===== src/rtl/sctl_pkg.sv =====
package sctl_pkg;

  localparam int FRAME_BITS = 12;
  localparam int FLAG_BITS  = FRAME_BITS - 1;
  localparam int TEST_BITS  = 6;

  typedef enum logic [1:0] {
    FS_44K1 = 2'd0,
    FS_48K  = 2'd1,
    FS_32K  = 2'd2
  } fs_sel_e;

  // field order follows the order in which the bits arrive after the routing bit
  typedef struct packed {
    logic [TEST_BITS-1:0] test;
    logic                 meas;
    logic                 boost;
    logic                 rate_b1;
    logic                 rate_b2;
    logic                 en;
  } mode_flags_t;

  function automatic fs_sel_e fs_decode(input logic b1, input logic b2);
    case ({b1, b2})
      2'b10:   return FS_48K;
      2'b11:   return FS_32K;
      default: return FS_44K1;
    endcase
  endfunction

endpackage


===== src/rtl/sctl_sync.sv =====
module sctl_sync #(
  parameter int W      = 1,
  parameter int STAGES = 2
) (
  input  logic         clk,
  input  logic         rst_n,
  input  logic [W-1:0] async_in,
  output logic [W-1:0] sync_out
);

  for (genvar i = 0; i < W; i++) begin : g_bit
    logic [STAGES-1:0] chain_q;
    logic [STAGES-1:0] chain_d;

    always_comb begin
      if (STAGES > 1) chain_d = {chain_q[STAGES-2:0], async_in[i]};
      else            chain_d = async_in[i];
    end

    always_ff @(posedge clk or negedge rst_n) begin
      if (!rst_n) chain_q <= '0;
      else        chain_q <= chain_d;
    end

    assign sync_out[i] = chain_q[STAGES-1];
  end

endmodule


===== src/rtl/sctl_regs.sv =====
module sctl_regs
  import sctl_pkg::*;
(
  input  logic                 clk,
  input  logic                 rst_n,
  input  logic                 sclk_lvl,
  input  logic                 lat_lvl,
  input  logic                 dat_lvl,
  output logic [FLAG_BITS-1:0] atten_q,
  output mode_flags_t          flags_q
);

  localparam logic [FLAG_BITS-1:0] ATT_RESET = FLAG_BITS'(1) << (FLAG_BITS - 1);

  logic                  sclk_prev_q, lat_prev_q;
  logic                  sclk_rise, lat_rise;
  logic [FRAME_BITS-1:0] sr_q, sr_d;
  logic [FLAG_BITS-1:0]  atten_d;
  mode_flags_t           flags_d;

  always_comb begin
    sclk_rise = sclk_lvl & ~sclk_prev_q;
    lat_rise  = lat_lvl & ~lat_prev_q;

    sr_d = sr_q;
    if (sclk_rise) sr_d = {sr_q[FRAME_BITS-2:0], dat_lvl};

    atten_d = atten_q;
    flags_d = flags_q;
    if (lat_rise) begin
      if (sr_q[FRAME_BITS-1]) flags_d = mode_flags_t'(sr_q[FLAG_BITS-1:0]);
      else                    atten_d = sr_q[FLAG_BITS-1:0];
    end
  end

  always_ff @(posedge clk or negedge rst_n) begin
    if (!rst_n) begin
      sclk_prev_q <= 1'b0;
      lat_prev_q  <= 1'b0;
      sr_q        <= '0;
      atten_q     <= ATT_RESET;
      flags_q     <= '0;
    end else begin
      sclk_prev_q <= sclk_lvl;
      lat_prev_q  <= lat_lvl;
      sr_q        <= sr_d;
      atten_q     <= atten_d;
      flags_q     <= flags_d;
    end
  end

  // registers only move on a latch edge
  p_hold_no_latch_r5: assert property (@(posedge clk) disable iff (!rst_n)
    !lat_rise |=> ($stable(atten_q) && $stable(flags_q)));

  // attenuation frames leave the mode flags alone
  p_route_atten_r2: assert property (@(posedge clk) disable iff (!rst_n)
    (lat_rise && !sr_q[FRAME_BITS-1]) |=> $stable(flags_q));

  // mode frames leave the attenuation target alone
  p_route_mode_r3: assert property (@(posedge clk) disable iff (!rst_n)
    (lat_rise && sr_q[FRAME_BITS-1]) |=> $stable(atten_q));

endmodule


===== src/rtl/sctl_mute.sv =====
module sctl_mute
  import sctl_pkg::*;
#(
  parameter int HOLD_WORDS = 3072
) (
  input  logic    clk,
  input  logic    rst_n,
  input  fs_sel_e fs_in,
  input  logic    word_tick,
  output logic    mute_q
);

  localparam int               CNT_W  = $clog2(HOLD_WORDS + 1);
  localparam logic [CNT_W-1:0] HOLD_V = CNT_W'(HOLD_WORDS);

  fs_sel_e          rate_q;
  logic             primed_q;
  logic [CNT_W-1:0] cnt_q, cnt_d;
  logic             mute_d;
  logic             change;

  always_comb begin
    change = primed_q && (fs_in != rate_q);
    mute_d = mute_q;
    cnt_d  = cnt_q;
    if (change) begin
      mute_d = 1'b1;
      cnt_d  = HOLD_V;
    end else if (mute_q && word_tick) begin
      cnt_d = cnt_q - CNT_W'(1);
      if (cnt_q == CNT_W'(1)) mute_d = 1'b0;
    end
  end

  always_ff @(posedge clk or negedge rst_n) begin
    if (!rst_n) begin
      rate_q   <= FS_44K1;
      primed_q <= 1'b0;
      mute_q   <= 1'b0;
      cnt_q    <= '0;
    end else begin
      rate_q   <= fs_in;
      primed_q <= 1'b1;
      mute_q   <= mute_d;
      cnt_q    <= cnt_d;
    end
  end

  // a rate change loads the full hold-off and mutes
  p_mute_start_r8: assert property (@(posedge clk) disable iff (!rst_n)
    change |=> (mute_q && cnt_q == HOLD_V));

  // without a word strobe the hold-off does not advance
  p_mute_hold_r8: assert property (@(posedge clk) disable iff (!rst_n)
    (mute_q && !word_tick && !change) |=> (mute_q && $stable(cnt_q)));

  // release only happens on a word strobe
  p_mute_release_r8: assert property (@(posedge clk) disable iff (!rst_n)
    $fell(mute_q) |-> $past(word_tick));

  // a change inside the hold-off restarts it
  p_mute_restart_r9: assert property (@(posedge clk) disable iff (!rst_n)
    (mute_q && change) |=> (cnt_q == HOLD_V));

  // without a rate change an idle mute stays idle
  p_mute_quiet_r10: assert property (@(posedge clk) disable iff (!rst_n)
    (!mute_q && !change) |=> !mute_q);

endmodule


===== src/rtl/sctl_port.sv =====
module sctl_port
  import sctl_pkg::*;
#(
  parameter int HOLD_WORDS  = 3072,
  parameter int SYNC_STAGES = 2
) (
  input  logic                 clk,
  input  logic                 rst_n,
  input  logic                 host_mode,
  input  logic                 ser_clk,
  input  logic                 ser_dat,
  input  logic                 ser_lat,
  input  logic                 pin_deemph_en,
  input  logic                 pin_rate_b1,
  input  logic                 pin_rate_b2,
  input  logic                 word_tick,
  output logic [FLAG_BITS-1:0] atten_target,
  output logic [TEST_BITS-1:0] test_bits,
  output logic                 rate_meas_mode,
  output logic                 gain_boost,
  output logic                 deemph_en,
  output logic [1:0]           deemph_fs,
  output logic                 mute_req
);

  localparam int                   N_SYNC    = 7;
  localparam logic [FLAG_BITS-1:0] ATT_UNITY = FLAG_BITS'(1) << (FLAG_BITS - 1);

  logic [1:0]           rst_pipe_q;
  logic                 rst_core_n;
  logic [N_SYNC-1:0]    raw_in, sync_in;
  logic                 host_s, sclk_s, dat_s, lat_s, pin_en_s, pin_b1_s, pin_b2_s;
  logic [FLAG_BITS-1:0] atten_q;
  mode_flags_t          flags_q;
  fs_sel_e              eff_fs;

  // asynchronous assertion, synchronous release
  always_ff @(posedge clk or negedge rst_n) begin
    if (!rst_n) rst_pipe_q <= 2'b00;
    else        rst_pipe_q <= {rst_pipe_q[0], 1'b1};
  end
  assign rst_core_n = rst_pipe_q[1];

  assign raw_in = {host_mode, ser_clk, ser_dat, ser_lat, pin_deemph_en, pin_rate_b1, pin_rate_b2};

  sctl_sync #(.W(N_SYNC), .STAGES(SYNC_STAGES)) i_sync (
    .clk      (clk),
    .rst_n    (rst_core_n),
    .async_in (raw_in),
    .sync_out (sync_in)
  );

  assign {host_s, sclk_s, dat_s, lat_s, pin_en_s, pin_b1_s, pin_b2_s} = sync_in;

  sctl_regs i_regs (
    .clk      (clk),
    .rst_n    (rst_core_n),
    .sclk_lvl (sclk_s),
    .lat_lvl  (lat_s),
    .dat_lvl  (dat_s),
    .atten_q  (atten_q),
    .flags_q  (flags_q)
  );

  always_comb begin
    if (host_s) begin
      eff_fs         = fs_decode(flags_q.rate_b1, flags_q.rate_b2);
      deemph_en      = flags_q.en;
      atten_target   = atten_q;
      test_bits      = flags_q.test;
      rate_meas_mode = flags_q.meas;
      gain_boost     = flags_q.boost;
    end else begin
      eff_fs         = fs_decode(pin_b1_s, pin_b2_s);
      deemph_en      = pin_en_s;
      atten_target   = ATT_UNITY;
      test_bits      = '0;
      rate_meas_mode = 1'b0;
      gain_boost     = 1'b0;
    end
  end

  assign deemph_fs = eff_fs;

  sctl_mute #(.HOLD_WORDS(HOLD_WORDS)) i_mute (
    .clk       (clk),
    .rst_n     (rst_core_n),
    .fs_in     (eff_fs),
    .word_tick (word_tick),
    .mute_q    (mute_req)
  );

  // the decoded rate never takes the unused code
  p_fs_legal_r6: assert property (@(posedge clk) disable iff (!rst_core_n)
    deemph_fs != 2'd3);

endmodule


===== config.mk =====
export PLATFORM = sky130hd
export DESIGN_NAME = sctl_port
export DESIGN_NICKNAME = d
export VERILOG_FILES = /design/src/rtl/sctl_pkg.sv /design/src/rtl/sctl_sync.sv /design/src/rtl/sctl_regs.sv /design/src/rtl/sctl_mute.sv /design/src/rtl/sctl_port.sv
export SDC_FILE = /design/constraint.sdc
export NUM_CORES = 1
export LEC_CHECK = 0
export BUFFER_PORTS_ARGS = -buffer_cell sky130_fd_sc_hd__buf_2
export CAP_MARGIN = 20
export CORE_MARGIN = 10
export CORE_UTILIZATION = 55
export CTS_BUF_LIST = sky130_fd_sc_hd__clkbuf_2
export CTS_CLUSTER_SIZE = 24
export DETAILED_ROUTE_END_ITERATION = 10
export PLACE_DENSITY = 0.81
export SYNTH_ARGS = -nofsm -noshare
export SYNTH_HDL_FRONTEND = slang
export SYNTH_SLANG_ARGS = --single-unit

===== constraint.sdc =====
create_clock -name clk -period 5.48 [get_ports clk]
set_input_delay 1.096 -clock clk [delete_from_list [all_inputs] [get_ports clk]]
set_output_delay 1.096 -clock clk [all_outputs]
set_load 0.01 [all_outputs]

After elaboration in Yosys (flattened, before gate mapping)
Index checks and enable logic that the tools add are counted.
- flip-flop bits (word level): 68
- bits in latches: 0
- RAM bits: 0
- bits in read-only memories: 0
- bits of input ports: 10
- output and inout port bits: 23
- memories: 0
- $add $sub $neg: 1
- $mul: 0
- div/mod/pow operators: 0
- order comparisons: 0
- eq/ne operators: 6
- shift operators: 0
- muxes and demuxes: 13
- bitwise gates (word level): 5
- reduce and logical (&&, ||, !) cells: 7
- operator list (operator ; count):
    $mux 12 ; 2
    $eq 12x1->1 const B ; 1
    $sub 12x1->12 const B ; 1
    $mux 11 ; 1
    $eq 2x2->1 const B ; 4
    $pmux 2 s2 ; 2
    $mux 1 ; 6
    $mux 6 ; 1
    $reduce_and 2->1 ; 3
    $reduce_bool 2->1 ; 2
    $not 1->1 ; 3
    $and 1x1->1 ; 2
    $logic_and 1x1->1 ; 2
    $mux 2 ; 1
    $ne 2x2->1 ; 1

Longest topological paths before layout
Gate-level depths: netlist of the first run.
- depth after elaboration: 7
- gate-level depth with buffers: 6

Modules after synthesis
A second synthesis of the first run with hierarchy kept.
- cell total of the unflattened synthesis: 201
- area total of the unflattened synthesis: 2793.9 um2
- by module, submodules not included (module ; times used ; cells an instance ; area an instance (um2)):
    sctl_regs ; 1 ; 76 ; 1385.1
    sctl_mute ; 1 ; 73 ; 772.0
    sctl_sync ; 1 ; 21 ; 402.9
    sctl_port ; 1 ; 31 ; 234.0

Worst setup path before layout of the first run
Ideal clock, no wire load.
- path type: register -> output
- start: register i_sync.g_bit[6].chain_q[1]
- end: output deemph_en
- data arrival time: 980 ps
- required time: 4384 ps
- path slack: 3404 ps
- cell stages (with the launch flop): 3
- path buffers: 1
- cells stage by stage: dfrtp_1 > clkbuf_1 > mux2_2
- cells in the longest elaborated chain, start to end: 1
- RTL lines (element ; RTL line ; source):
    start: declaration ; sctl_sync.sv:12 ; logic [STAGES-1:0] chain_q;
    start signal: assignment ; sctl_sync.sv:22 ; else chain_q <= chain_d;
    $mux 1 ; sctl_port.sv:66 ; if (host_s) begin
    end: declaration ; sctl_port.sv:21 ; output logic deemph_en,
No other way between the ends.

Final worst setup path of the first run
- start: register i_sync.g_bit[6].chain_q[1]
- end: output deemph_fs[0]
- cells in the longest elaborated chain, start to end: 1
- RTL lines (element ; RTL line ; source):
    $mux 2 ; sctl_port.sv:66 ;
    end: declaration ; sctl_port.sv:22 ; output logic [1:0] deemph_fs,
No other way between the ends.

==> results.toml, run 1 <==
[floorplan]
die_w_um = 90.1
die-height_um = 90.1
dieArea_mm2 = 0.00812
core_mm2 = 0.00475
io_pins = 33
rows = 25
initial_core_util_pct = 56.9

[logic_synthesis]
synth-seq-area-share_pct = 63.0
ys_top_cells_by_area = "dfrtp_1 (62%), mux2_2 (15%), and2_1 (4.2%)"
synth_ff_type = "dfrtp_1"
synth_cell_types = 34
yosysMostFrequentCell = "dfrtp_1"
netlist_area_mm2 = 0.00271
synth-seq-cells = 68
yosysTopAreaCell = "dfrtp_1"
synthCells = 195
yosys.area.top_type_share_pct = 62.0
syn_area_per_cell_um2 = 13.9
async_flop_share_pct = 100
synth.top_cells.by_count = "dfrtp_1 (67), mux2_2 (35), and2_1 (18)"
synth_edf_count = 0
synth-warning-count = 0

[power_and_ir_drop]
leakagePower_nw = 1.43
pwr-share-comb_pct = 27.7
cellPowerDensity_mw_per_mm2 = 470
netSwitchingFraction_pct = 31.5
pwr-share-clk_pct = 18.4
power.ir.vdd_worst_mv = 0.256
seqPwrFrac_pct = 53.9
p_total_w = 0.00143
switching_power_w = 0.000450
p_int_w = 0.000976

[routing]
dr.pass1.iters = 4
drt_iter0_drc = 57
drc = 0
ant_nets = 0
wl_per_cell_um = 14.7
wl_um = 4530
vias = 1516
viasPerCell = 4.94

[placement]
post-dp-hpwl_um = 3200
numPortBuffers = 32
gp_congestion = 0.762

[cts]
clk_path_buf_depth = 2
cts_tree = "yes"
cts_resized = 0
htree_levels = 3
cts_sinks = 68
worst_skew_pair.late_latency_ns = 0.47
cts_buffers = 9
clock_tree.root_cell = "clkbuf_2"
cts_setup_buffers = 0
clk_pin_slew_ns = 0.16
cts_hold_buf = 0

[timing]
hold_viol = 0
fmax_ghz = 0.339
setup_viol = 0
finalMaxSlewViolations = 0
post-route-min-period_ns = 2.95
post-route-period-util_pct = 53.8
worst_slew_pin_slew_ns = 1.05
skew_ns = 0.0124
relSlewSlack_pct = 29.7
rsz0062_at_grt = "false"
setup_tns_ns = 0

[setup_path]
critPathMaxFanout = 24
path_cells = "or3b_4, nand2_1, buf_2"
critPathBufInv = 1
crit_required_ns = 4.38
cp.arrival_ns = 1.85
rr_worst_depth = 4
cpPeakStageDelay_ns = 0.65
crit_path_end_kind = "output pin"
critPathLaunchType = "flop"
path_depth = 3
critPathTopFamily = "flip-flops"
crit_slowest_cell = "dfrtp_1"
critPathKind = "reg -> out"

[grt]
antenna_found_initial = 0
grt_max_degree = 42
grt_use_total_pct = 12.3
grt_first_pass_wirelength_um = 8150
grt_pass1_vias = 1781
gr-total-overflow = 0

[layout]
drive_gt1_share_pct = 37.5
area_delta_synth_final_pct = 12.3
area.sequential_mm2 = 0.00170
final_nets = 247
multi_input_area_um2 = 962
fill_cells = 386
diodes = 0

[job]
maxCapViolations = 0

[worst_hold_path]
hp-class = "reg -> async"

[outcome]
status = "complete, no violations"
power by group through the flow:
stage          Sequential, W  Clock (W)  Combinational, W
2_1_floorplan       0.000745          0          0.000317
3_3_place_gp        0.000770          0          0.000389
3_5_place_dp        0.000781          0          0.000399
4_1_cts             0.000770   0.000271          0.000403
5_1_grt             0.000796   0.000295          0.000447
6_report            0.000768   0.000262          0.000396
sequential cells by signal, indices dropped and copies added, names as in the netlist:
signal / count
i_regs.atten_q: 11
i_regs.lat_prev_q: 1
i_regs.flags_q: 11
i_mute.cnt_q: 12
i_mute.mute_q: 1
i_regs.sr_q: 12
i_sync.g_bit.chain_q: 14
i_regs.sclk_prev_q: 1
rst_pipe_q: 2
i_mute.primed_q: 1
i_mute.rate_q: 2
final cells by class:
cell class / instances / area share, %
Inverter: 3 / 0.371
Clock buffer: 11 / 1.81
Timing Repair Buffer: 34 / 5.77
Tap cell: 67 / 2.76
Clock inverter: 5 / 1.48
Multi-Input combinational cell: 119 / 31.7
Sequential cell: 68 / 56.1
per-layer routing:
layer	vias up	wire, um	global-route usage (%)
met5	-	0	0
met4	0	110	7.16
met3	8	145	3.24
met2	28	2280	20.5
met1	739	1990	13.9
li1	741	-	-
kinds of logic (layout without fill, tap and decap cells):
kind of cell             Yosys count  after routing  synth area share (%)
AO/OA/AOI/OAI                      5              5                  1.67
XOR/XNOR                          11             11                  3.56
adder cells (fa/ha/maj)            2              2                 0.925
buffers and inverters              9             53                  1.62
flip-flops                        68             68                  63.0
multiplexers                      35             35                  14.6
other                              1              2                 0.139
AND/OR/NAND/NOR                   64             64                  14.6
worst paths after layout:
kind / start / endpoint / slack [ns]
max reg2reg: i_sync.g_bit[6].chain_q[1] / i_mute.cnt_q[1] / 3.61
max in group asynchronous: rst_pipe_q[1] / i_mute.cnt_q[8] / 4.35
min reg2reg: rst_pipe_q[1] / i_sync.g_bit[6].chain_q[0] / 0.24
max: i_sync.g_bit[6].chain_q[1] / deemph_fs[0] / 2.53
min: rst_pipe_q[1] / i_sync.g_bit[6].chain_q[0] / 0.24
min in group clk: i_sync.g_bit[0].chain_q[0] / i_sync.g_bit[0].chain_q[1] / 0.37
placed cells by master, fill, tap and decap left out, drive strengths merged:
cell type  count
nor2          11
buf           34
nor4           2
nor3b          1
xor2           5
or2            1
or3b           1
dfrtp         67
clkinv         4
inv            3
nor2b          2
mux2          35
o41ai          1
a311oi         1
nand3          4
nor3           4
a211o          1
dfstp          1
nand4b         1
clkbuf        11
and2          18
ha             2
bufinv         1
a21oi          1
xnor2          6
or3            2
nand2          6
conb           2
a211oi         1
nand4          3
nand2b         4
nand3b         3
and4bb         1
metrics by stage:
stage          util (%)  instance area, um2  setup WS (ns)  hold WS [ns]  cells
6_report           63.9                3040           2.53         0.241    307
5_1_grt            63.9                3040           2.35         0.276    307
4_1_cts            63.9                3040           2.46         0.256    307
3_5_place_dp       61.8                2940           3.02         0.264    291
3_3_place_gp       61.8                2940           3.06         0.260    291
2_1_floorplan         -                2710           3.40         0.331    196
Power figures use the tool's default switching activity.
==> run 2, diff against run 1 <==
Clock period 5.48 ns to 3 ns, I/O delays scaled along.
==> run 2 against run 1 <==
Register-to-register slack lost 2.5 ns. Sequential share of layout area is 0.84 points lower. Largest power group unchanged. First-iteration DRC count grew 40%. Clock power is 120% higher. Setup slack got worse by 2.0 ns. Power increased by 89%. Die area did not move.
==> results.toml, run 2 (same netlist as run 1, synthesis figures left out) <==
[setup_path]
crit_path_end_kind = "output pin"
path_cells = "or3b_4, nand2_1, buf_2"
critPathKind = "reg -> out"
critPathMaxFanout = 24
critPathTopFamily = "flip-flops"
critPathLaunchType = "flop"
cp.arrival_ns = 1.85
cpPeakStageDelay_ns = 0.64
crit_required_ns = 2.40
crit_slowest_cell = "dfrtp_1"
critPathBufInv = 1

[routing]
drt_iter0_drc = 80
drc = 0
viasPerCell = 5.00
ant_nets = 0
wl_um = 4400
vias = 1545
dr.pass1.iters = 4
wl_per_cell_um = 14.2

[cts]
cts_setup_buffers = 0
cts_tree = "yes"
clk_pin_slew_ns = 0.17
cts_sinks = 68
clk_path_buf_depth = 2
clock_tree.root_cell = "clkbuf_2"
htree_levels = 3
cts_buffers = 9
worst_skew_pair.late_latency_ns = 0.49

[layout]
area.sequential_mm2 = 0.00170
regMostFlops = "i_sync.g_bit.chain_q"
drive_gt1_share_pct = 38.8
multi_input_area_um2 = 962
layout_common_cells = "dfrtp_1 (66), mux2_2 (35), buf_2 (32)"
diodes = 0
final_util_pct = 64.8
fin_area_mm2 = 0.00308
final_common_cell = "dfrtp_1"
area_delta_synth_final_pct = 14.0
largest_reg_flops = 14
fill_cells = 373
final_nets = 249
top_regs = "i_sync.g_bit.chain_q (14), i_mute.cnt_q (12), i_regs.sr_q (12)"

[timing]
finalMaxSlewViolations = 0
rsz0062_at_grt = "false"
setup_tns_ns = 0
post-route-period-util_pct = 81.8
setup_viol = 0
relSlewSlack_pct = 58.6
fmax_ghz = 0.407
skew_ns = 0.0238
post-route-min-period_ns = 2.45
worst_slew_pin_slew_ns = 0.621
hold_viol = 0

[outcome]
status = "complete, no violations"

[grt]
antenna_found_initial = 0
grt_use_total_pct = 11.7
grt_pass1_vias = 1678
gr-total-overflow = 0
grt_first_pass_wirelength_um = 7710
grt_max_degree = 48

[floorplan]
rows = 25
die-height_um = 90.1
dieArea_mm2 = 0.00812
initial_core_util_pct = 56.9
die_w_um = 90.1
io_pins = 33
core_mm2 = 0.00475

[placement]
place_area_mm2 = 0.00294
gp_congestion = 0.731
numPortBuffers = 32
post-dp-hpwl_um = 3080

[power_and_ir_drop]
power.ir.vdd_worst_mv = 0.589
leakagePower_nw = 1.46
cellPowerDensity_mw_per_mm2 = 874
p_total_w = 0.00269

[job]
maxCapViolations = 0

[worst_hold_path]
hp-class = "reg -> async"
## run 2: cell types whose count changed in the layout (fill, tap and decap cells not counted)
cell           before  now
clkinv_2            0    3
dlygate4sd3_1       0    1
clkbuf_2           11   10
clkinv_1            4    1
bufinv_16           1    2
buf_4               2    3
## run 2: power by group
part / switching (W) / leakage, nW / total (W) / internal [W]
Clock: 0.000300 / 0.0831 / 0.000573 / 0.000273
Sequential: 0.000199 / 0.827 / 0.00140 / 0.00120
Combinational: 0.000328 / 0.550 / 0.000726 / 0.000398
## run 2: layout make-up
cell class	instances	share of cell area [%]
repair buffers	36	6.25
flip-flops and latches	68	55.3
clock buffers	10	1.62
multi-input cells	119	31.2
well taps	67	2.72
inverters	3	0.365
clock inverters	6	2.56
## run 2: worst paths after layout
check,to,startpoint,slack [ns],cells after the start
max reg2reg,i_mute.cnt_q[1],i_sync.g_bit[6].chain_q[1],1.16,4
max,deemph_fs[0],i_sync.g_bit[6].chain_q[1],0.55,3
min reg2reg,i_sync.g_bit[3].chain_q[1],rst_pipe_q[1],0.17,0
min,i_sync.g_bit[3].chain_q[1],rst_pipe_q[1],0.17,0
max in group asynchronous,i_regs.sclk_prev_q,rst_pipe_q[1],1.92,1
min in group clk,i_sync.g_bit[3].chain_q[0],ser_lat,0.20,1
## run 2: what timing repair did
item                       CTS  global route
resized for setup            0             0
setup endpoints to repair    0             0
hold buffers                 1             0
hold endpoints to repair     2             0
## run 2: layer usage
layer | track usage [%] | vias up | share of wire (%)
li1 | - | 749 | -
met2 | 18.9 | 28 | 49
met3 | 3.33 | 11 | 3.7
met4 | 7.56 | 0 | 2.4
met1 | 13.4 | 757 | 45
met5 | 0 | - | 0
## run 2: per-stage QoR
stage	hold WS [ns]	setup slack [ns]	cells
detailed placement	0.201	1.05	292
floorplan	0.304	0.968	196
finish	0.170	0.545	309
global route	0.151	0.406	309
CTS	0.163	0.489	309
global placement	0.200	1.08	292
